==> config.mk <==
export PLATFORM = sky130hd
export DESIGN_NAME = rfsk_sweeper
export DESIGN_NICKNAME = d
export VERILOG_FILES = /design/src/rtl/rfsk_pkg.sv /design/src/rtl/rfsk_ctl.sv /design/src/rtl/rfsk_rate_timer.sv /design/src/rtl/rfsk_freq_accum.sv /design/src/rtl/rfsk_sweeper.sv
export SDC_FILE = /design/constraint.sdc
export NUM_CORES = 1
export LEC_CHECK = 0
export BUFFER_PORTS_ARGS = -buffer_cell sky130_fd_sc_hd__buf_2
export CAP_MARGIN = 30
export CORE_MARGIN = 2
export CORE_UTILIZATION = 40
export CTS_CLUSTER_SIZE = 25
export DETAILED_ROUTE_END_ITERATION = 8
export GPL_ROUTABILITY_DRIVEN = 0
export MAX_ROUTING_LAYER = met4
export PLACE_DENSITY = 0.55
export SYNTH_ARGS = -nofsm -noshare
export SYNTH_HDL_FRONTEND = slang
export SYNTH_HIERARCHICAL = 1
export SYNTH_SLANG_ARGS = --single-unit
export TNS_END_PERCENT = 1
==> constraint.sdc <==
create_clock -name clk -period 8.13 [get_ports clk]
set_input_delay 0.4065 -clock clk [delete_from_list [all_inputs] [get_ports clk]]
set_output_delay 0.4065 -clock clk [all_outputs]
set_load 0.005 [all_outputs]
==> src/rtl/rfsk_pkg.sv <==
package rfsk_pkg;

    localparam int FREQ_W_DEF = 48;
    localparam int RATE_W_DEF = 20;
    localparam int MODE_W_DEF = 3;
    localparam logic [MODE_W_DEF-1:0] MODE_RAMP = 3'b010;

    typedef enum logic {
        DIR_DOWN = 1'b0,
        DIR_UP   = 1'b1
    } dir_e;

    typedef struct packed {
        logic en;
        logic clr;
        dir_e dir;
    } ramp_ctl_t;

endpackage

==> src/rtl/rfsk_ctl.sv <==
module rfsk_ctl
    import rfsk_pkg::*;
#(
    parameter int MODE_W = MODE_W_DEF
) (
    input  logic [MODE_W-1:0] mode,
    input  logic              fsk_sel,
    input  logic              clr_acc,
    output ramp_ctl_t         ctl
);

    localparam logic [MODE_W-1:0] RAMP_CODE = MODE_W'(MODE_RAMP);

    always_comb begin
        ctl.en  = (mode == RAMP_CODE);
        ctl.clr = clr_acc;
        ctl.dir = fsk_sel ? DIR_UP : DIR_DOWN;
    end

endmodule

==> src/rtl/rfsk_rate_timer.sv <==
module rfsk_rate_timer
    import rfsk_pkg::*;
#(
    parameter int RATE_W = RATE_W_DEF
) (
    input  logic              clk,
    input  logic              rst,
    input  ramp_ctl_t         ctl,
    input  logic [RATE_W-1:0] ramp_rate,
    output logic              step
);

    localparam logic [RATE_W-1:0] ONE = RATE_W'(1);

    logic [RATE_W-1:0] cnt_q;
    logic [RATE_W-1:0] reload;

    always_comb begin
        reload = (ramp_rate == '0) ? '0 : ramp_rate - ONE;
        step   = ctl.en && !ctl.clr && (cnt_q == '0);
    end

    always_ff @(posedge clk) begin
        if (rst) begin
            cnt_q <= '0;
        end else if (ctl.clr) begin
            cnt_q <= reload;
        end else if (ctl.en) begin
            if (cnt_q == '0) cnt_q <= reload;
            else             cnt_q <= cnt_q - ONE;
        end
    end


    rate_countdown_chk: assert property (@(posedge clk) disable iff (rst)
        (ctl.en && !ctl.clr && cnt_q != '0) |=> (cnt_q == $past(cnt_q) - ONE));


    rate_reload_chk: assert property (@(posedge clk) disable iff (rst)
        step |=> (cnt_q == (($past(ramp_rate) == '0) ? '0 : $past(ramp_rate) - ONE)));

endmodule

==> src/rtl/rfsk_freq_accum.sv <==
module rfsk_freq_accum
    import rfsk_pkg::*;
#(
    parameter int FREQ_W = FREQ_W_DEF
) (
    input  logic              clk,
    input  logic              rst,
    input  ramp_ctl_t         ctl,
    input  logic              step,
    input  logic [FREQ_W-1:0] span,
    input  logic [FREQ_W-1:0] delta,
    output logic [FREQ_W-1:0] acc
);

    logic [FREQ_W-1:0] acc_q;
    logic [FREQ_W-1:0] acc_up;
    logic [FREQ_W-1:0] acc_dn;
    logic              hit_top;
    logic              hit_bot;

    always_comb begin
        hit_top = (acc_q >= span) || (delta >= (span - acc_q));
        hit_bot = (delta >= acc_q);
        acc_up  = hit_top ? span : acc_q + delta;
        acc_dn  = hit_bot ? '0   : acc_q - delta;
    end

    always_ff @(posedge clk) begin
        if (rst || ctl.clr) begin
            acc_q <= '0;
        end else if (step) begin
            acc_q <= (ctl.dir == DIR_UP) ? acc_up : acc_dn;
        end
    end

    assign acc = acc_q;


    clear_zero_chk: assert property (@(posedge clk) disable iff (rst)
        ctl.clr |=> (acc_q == '0));


    up_step_chk: assert property (@(posedge clk) disable iff (rst)
        (step && !ctl.clr && ctl.dir == DIR_UP && acc_q < span && (span - acc_q) > delta)
        |=> (acc_q == $past(acc_q) + $past(delta)));


    top_clamp_chk: assert property (@(posedge clk) disable iff (rst)
        (step && !ctl.clr && ctl.dir == DIR_UP && acc_q <= span && delta >= (span - acc_q))
        |=> (acc_q == $past(span)));


    bottom_clamp_chk: assert property (@(posedge clk) disable iff (rst)
        (step && !ctl.clr && ctl.dir == DIR_DOWN && delta >= acc_q)
        |=> (acc_q == '0));


    down_step_chk: assert property (@(posedge clk) disable iff (rst)
        (step && !ctl.clr && ctl.dir == DIR_DOWN && delta < acc_q)
        |=> (acc_q == $past(acc_q) - $past(delta)));

endmodule

==> src/rtl/rfsk_sweeper.sv <==
module rfsk_sweeper
    import rfsk_pkg::*;
#(
    parameter int FREQ_W = FREQ_W_DEF,
    parameter int RATE_W = RATE_W_DEF,
    parameter int MODE_W = MODE_W_DEF
) (
    input  logic              clk,
    input  logic              rst,
    input  logic [MODE_W-1:0] mode,
    input  logic              fsk_sel,
    input  logic              clr_acc,
    input  logic [FREQ_W-1:0] f_low,
    input  logic [FREQ_W-1:0] f_high,
    input  logic [FREQ_W-1:0] delta_word,
    input  logic [RATE_W-1:0] ramp_rate,
    output logic [FREQ_W-1:0] tune_word
);

    ramp_ctl_t         ctl;
    logic              step;
    logic [FREQ_W-1:0] span;
    logic [FREQ_W-1:0] acc;

    assign span = f_high - f_low;

    rfsk_ctl #(.MODE_W(MODE_W)) u_ctl (
        .mode    (mode),
        .fsk_sel (fsk_sel),
        .clr_acc (clr_acc),
        .ctl     (ctl)
    );

    rfsk_rate_timer #(.RATE_W(RATE_W)) u_timer (
        .clk       (clk),
        .rst       (rst),
        .ctl       (ctl),
        .ramp_rate (ramp_rate),
        .step      (step)
    );

    rfsk_freq_accum #(.FREQ_W(FREQ_W)) u_accum (
        .clk   (clk),
        .rst   (rst),
        .ctl   (ctl),
        .step  (step),
        .span  (span),
        .delta (delta_word),
        .acc   (acc)
    );

    assign tune_word = f_low + acc;


    freeze_chk: assert property (@(posedge clk) disable iff (rst)
        (!ctl.en && !clr_acc) |=> $stable(acc));


    no_step_chk: assert property (@(posedge clk) disable iff (rst)
        !ctl.en |-> !step);

endmodule

# After elaboration in Yosys (flattened, before gate mapping)
# Index checks and enable logic that the tools add are counted.
# classes
n_eq_ne	1
muxes	8
addsub	7
n_reduce_logical	8
order_cmp	3
# op_table
operator	n
48-bit >= comparator	3
48-bit 2-to-1 mux	3
48-bit subtractor	3
48-bit adder	2
20-bit 2-to-1 mux	4
20-bit zero test	2
20-bit by 1-bit subtractor with 20-bit output, second input constant	2
3-bit by 2-bit equality test with 1-bit output, second input constant	1
1-bit logical AND	2
1-bit logical OR	2
2-bit nonzero test	1
1-bit zero test	1
1-bit 2-to-1 mux	1
# totals
in_bits	171
ff_bits	68

# Longest topological paths before layout
# depth
depth_word	6
mapped_depth	38
depth_no_buf	34

# Modules after synthesis
# Netlist, hierarchy kept.
# by_module_without_submodules
mod	seq_area_each_um2	cells_per_inst	area_per_inst_um2	n_inst
rfsk_freq_accum	960.9	1698	11802.6	1
rfsk_sweeper	0.0	825	5490.3	1
rfsk_rate_timer	400.4	198	1592.8	1
rfsk_ctl	0.0	3	27.5	1

# Worst setup path before layout
# Ideal clock, no wire load.
# synth_path
kind	input port to flip-flop
start	input port f_high[0]
end	register u_accum.acc_q[16], in the netlist u_accum/acc[16]
cell_stages	36
arrival_ns	7.022
setup_time_ns	0.138
slack_ns	0.970
required_ns	7.992
n_path_buf	2
cell_sequence	inv_1 ha_1 fa_1 nor2b_1 o21ai_0 o21ai_0 a21oi_1 nand2_1 a21oi_1 nor3b_1 a21oi_1 xnor2_1 ha_1 a211oi_1 nand2_1 a2111oi_2 o31ai_4 a41o_1 a221o_1 a221oi_1 o21ai_0 a21oi_1 xor2_1 ha_1 nand4_1 nor4_1 o21ai_0 o21ai_0 a211o_1 a211o_1 buf_2 nor2_2 buf_2 mux2_2 a221oi_1 a211oi_1
# synth_via
elab_chain_cells	6
# synth_rtl
element	line_no	rtl
start: declaration	rfsk_sweeper.sv:14	input logic [FREQ_W-1:0] f_high,
48-bit subtractor (*)	rfsk_sweeper.sv:25	assign span = f_high - f_low;
via span[16]	rfsk_sweeper.sv:22	logic [FREQ_W-1:0] span;
48-bit subtractor	rfsk_freq_accum.sv:22	hit_top = (acc_q >= span) || (delta >= (span - acc_q));
48-bit >= comparator	rfsk_freq_accum.sv:22	
1-bit logical OR	rfsk_freq_accum.sv:22	
48-bit 2-to-1 mux (*)	rfsk_freq_accum.sv:24	acc_up = hit_top ? span : acc_q + delta;
48-bit 2-to-1 mux (*)	rfsk_freq_accum.sv:32	acc_q <= (ctl.dir == DIR_UP) ? acc_up : acc_dn;
end signal: assignment	rfsk_freq_accum.sv:32	
end: declaration	rfsk_freq_accum.sv:15	logic [FREQ_W-1:0] acc_q;
# Mark *: on every way through the listed nets, which the timed path passes. The rest lies on a longest branch.
# A chain may end at the register's enable or synchronous reset.

# Final worst setup path
# layout_path
start	input port f_low[1]
end	register u_accum.acc_q[43], in the netlist u_accum/acc[43]
# layout_via
elab_chain_cells	6
# layout_rtl
element	line_no	rtl
start: declaration	rfsk_sweeper.sv:13	input logic [FREQ_W-1:0] f_low,
48-bit subtractor (*)	rfsk_sweeper.sv:25	
via span[25]	rfsk_sweeper.sv:22	
48-bit subtractor	rfsk_freq_accum.sv:22	
48-bit >= comparator	rfsk_freq_accum.sv:22	
1-bit logical OR (*)	rfsk_freq_accum.sv:22	
48-bit 2-to-1 mux (*)	rfsk_freq_accum.sv:24	
48-bit 2-to-1 mux (*)	rfsk_freq_accum.sv:32	
# Marked as above.

==> flow_summary.toml <==
[clock_tree]
cts.sinks = 68
cts_buffers = 9
cts_tree = "done"
holdBufCountCts = 0
cts-root-buf = "clkbuf_16"
cts.path.max_buffers = 2
htreeDepth = 3
cts.clk_slew.worst_paths_ns = 0.07
clk_latency_ns = 0.37

[detailed_routing]
drc = 5
initialDrtViolationCount = 2159
num_vias = 21672
wl_per_cell_um = 21.1
vias_per_cell = 6.14
ant_nets = 0
drtPass1Iterations = 8
routed_wl_um = 74600

[yosys]
synth-xor-area-share_pct = 10.1
async_reset_ff_share_pct = 0
synthAdderAreaFrac_pct = 19.6
synth_top_family_by_area = "compound AO/OA/AOI/OAI gates"
synth_mux_area_share_pct = 0.900
syn-instance-count = 2724
synth_fp_nets = 3189
synth_top_area_cell = "ha_1"
ys_seq_elements = 68
synth_simple_gate_area_share_pct = 19.7
yosys_most_used_dff = "dfxtp_1"
synth_top_area_share_pct = 19.1
synth_compound_area_share_pct = 34.8
postSynthAreaPerCell_um2 = 6.94
synth-seq-area-share_pct = 7.20
yosys_warnings = 6
syn_area_um2 = 18900
synth_edf_count = 0
ys_types = 98
synth_area_leaders = "ha_1 19%, a21oi_1 7.3%, dfxtp_1 7.2%, xnor2_1 7.1%, o21ai_0 5.5%"

[worst_setup_path]
crit_type = "input pin to register"
critical_path.slowest_cell = "o31ai_4"
slowest_delay_ns = 0.41
r2r_cells = 23
crit_fanout = 9
cp-end-kind = "register"
cp.required_ns = 8.39
critPathLaunchType = "input pin"
crit_arrival_ns = 7.90

[placement]
dp_cells = 3509
dp_slack_ns = 0.143
hpwl_um = 61900
placed_area_um2 = 20900
numPortBuffers = 218

[timing]
finalSetupViolCount = 0
period_needed_ns = 7.64
final.setup.worst_slack_ns = 0.486
drv_slew = 0
worst_pin_slew_ns = 0.983
rsz0062_at_grt = "false"
period_share_pct = 94.0
timing_hold_violations_final = 0
slew_headroom_pct = 34.5
fmax_mhz = 131
whs_ns = 0.287
finClkSkew_ns = 0.0180
tns_ns = 0

[pwr]
netSwitchingFraction_pct = 48.4
worst_ir_drop_vdd_v = 0.000113
p_sw_mw = 1.43
power.leakage_nw = 9.65
clockPowerShare_pct = 16.1
cellPowerDensity_nw_per_um2 = 139
p_seq_share_pct = 12.2
p_comb_share_pct = 71.7
intPower_mw = 1.52
power.total_mw = 2.95

[cells_and_area]
areaGrowthSynthToFinish_pct = 12.3
mostFrequentLayoutCell = "ha_1"
fin_area_um2 = 21200
multi_input_area_um2 = 16100
drive_gt1_share_pct = 13.2
mostFrequentLayoutCells = "289 x ha_1, 277 x a21oi_1, 244 x inv_1, 219 x buf_2, 208 x o21ai_0"
fin_nets = 3378
final_util_pct = 45.5
layout.cells.non_filler = 3527
regArea_um2 = 1360
final.fill_count = 4959

[global_route]
grt_start_max_net_pins = 65
antenna_found_initial = 2
grt_pass1_wl_um = 113000
overflow = 0
grt_usage_pct = 29.9
first_global_vias = 20121

[floorplan]
rows = 79
die_x_um = 221
start_util_pct = 40.5
die_y_um = 221
dieArea_um2 = 49000
ios = 219
core_um2 = 46700

[worst_hold_path]
min_path_cells = 2
hold_path.class = "input pin to register"

[status]
violations = "DRC"
status = "finished, violations left"

[job]
max_cap_violations = 0
## routing by layer
| layer | GRT usage [%] | up-vias | routed length, um |
|---|---|---|---|
| met5 | - | - | 0 |
| met4 | 14.8 | 0 | 4070 |
| li1 | - | 10395 | - |
| met2 | 48.3 | 936 | 34000 |
| met3 | 2.75 | 191 | 4480 |
| met1 | 37.3 | 10150 | 32100 |
## power groups by stage
stage,registers [mW],clock network (mW),logic [mW]
global route,0.361,0.495,2.30
global placement,0.365,0,2.03
finish,0.359,0.475,2.11
CTS,0.359,0.481,2.07
detailed placement,0.366,0,2.05
floorplan,0.359,0,1.35
## final cells by class
cell class	count	area share, %
clock buffers	13	1.27
diodes	2	0.0236
repair buffers	299	8.11
multi-input cells	2289	75.9
well taps	607	3.58
flip-flops and latches	68	6.41
clock inverters	3	0.318
inverters	246	4.35
## critical path, delay by kind of cell
family | cells | cell delay (ns)
AOI/OAI and AO/OA | 18 | 4.25
xor gates and xnor gates | 2 | 0.34
adders and majority gates | 3 | 0.84
buffers and inverters | 5 | 0.71
and+or+nand+nor | 8 | 1.32
## state kept, by name, summed over array words and instances, names as in the netlist
register	flops
u_accum/acc	48
u_timer/cnt_q	20
## synthesized netlist by cell type, drive strengths merged (36+ instances only)
library cell,instances
nand2,196
o21ai,215
clkbuf,85
nor2,196
a221oi,37
ha,289
a21oi,279
xnor2,154
a31oi,44
dfxtp,68
nand3,57
xor2,65
a211oi,57
o21bai,42
nor3,59
nand4,49
buf,36
nor2b,39
inv,245
a21o,98
## cell families after synthesis
kind of cell	after synthesis
xor+xnor	219
simple gates	755
mux	16
flops	68
compound gates	1005
buf+inv	367
fa+ha+maj	294
## path summary, 6_finish.rpt
| check | slack [ns] | startpoint | endpoint |
|---|---|---|---|
| max | 0.49 | f_low[1] | u_accum/acc[43] |
| min | 0.29 | ramp_rate[0] | u_timer/cnt_q[0] |
| max reg2reg | 1.77 | u_accum/acc[1] | u_accum/acc[16] |
| min reg2reg | 0.54 | u_timer/cnt_q[18] | u_timer/cnt_q[18] |
## repair_timing
item / CTS / global route
buffers inserted: 0 / 0
endpoints found under the setup margin: 0 / 22
resized for setup: 0 / 4
Power figures use the tool's default switching activity.
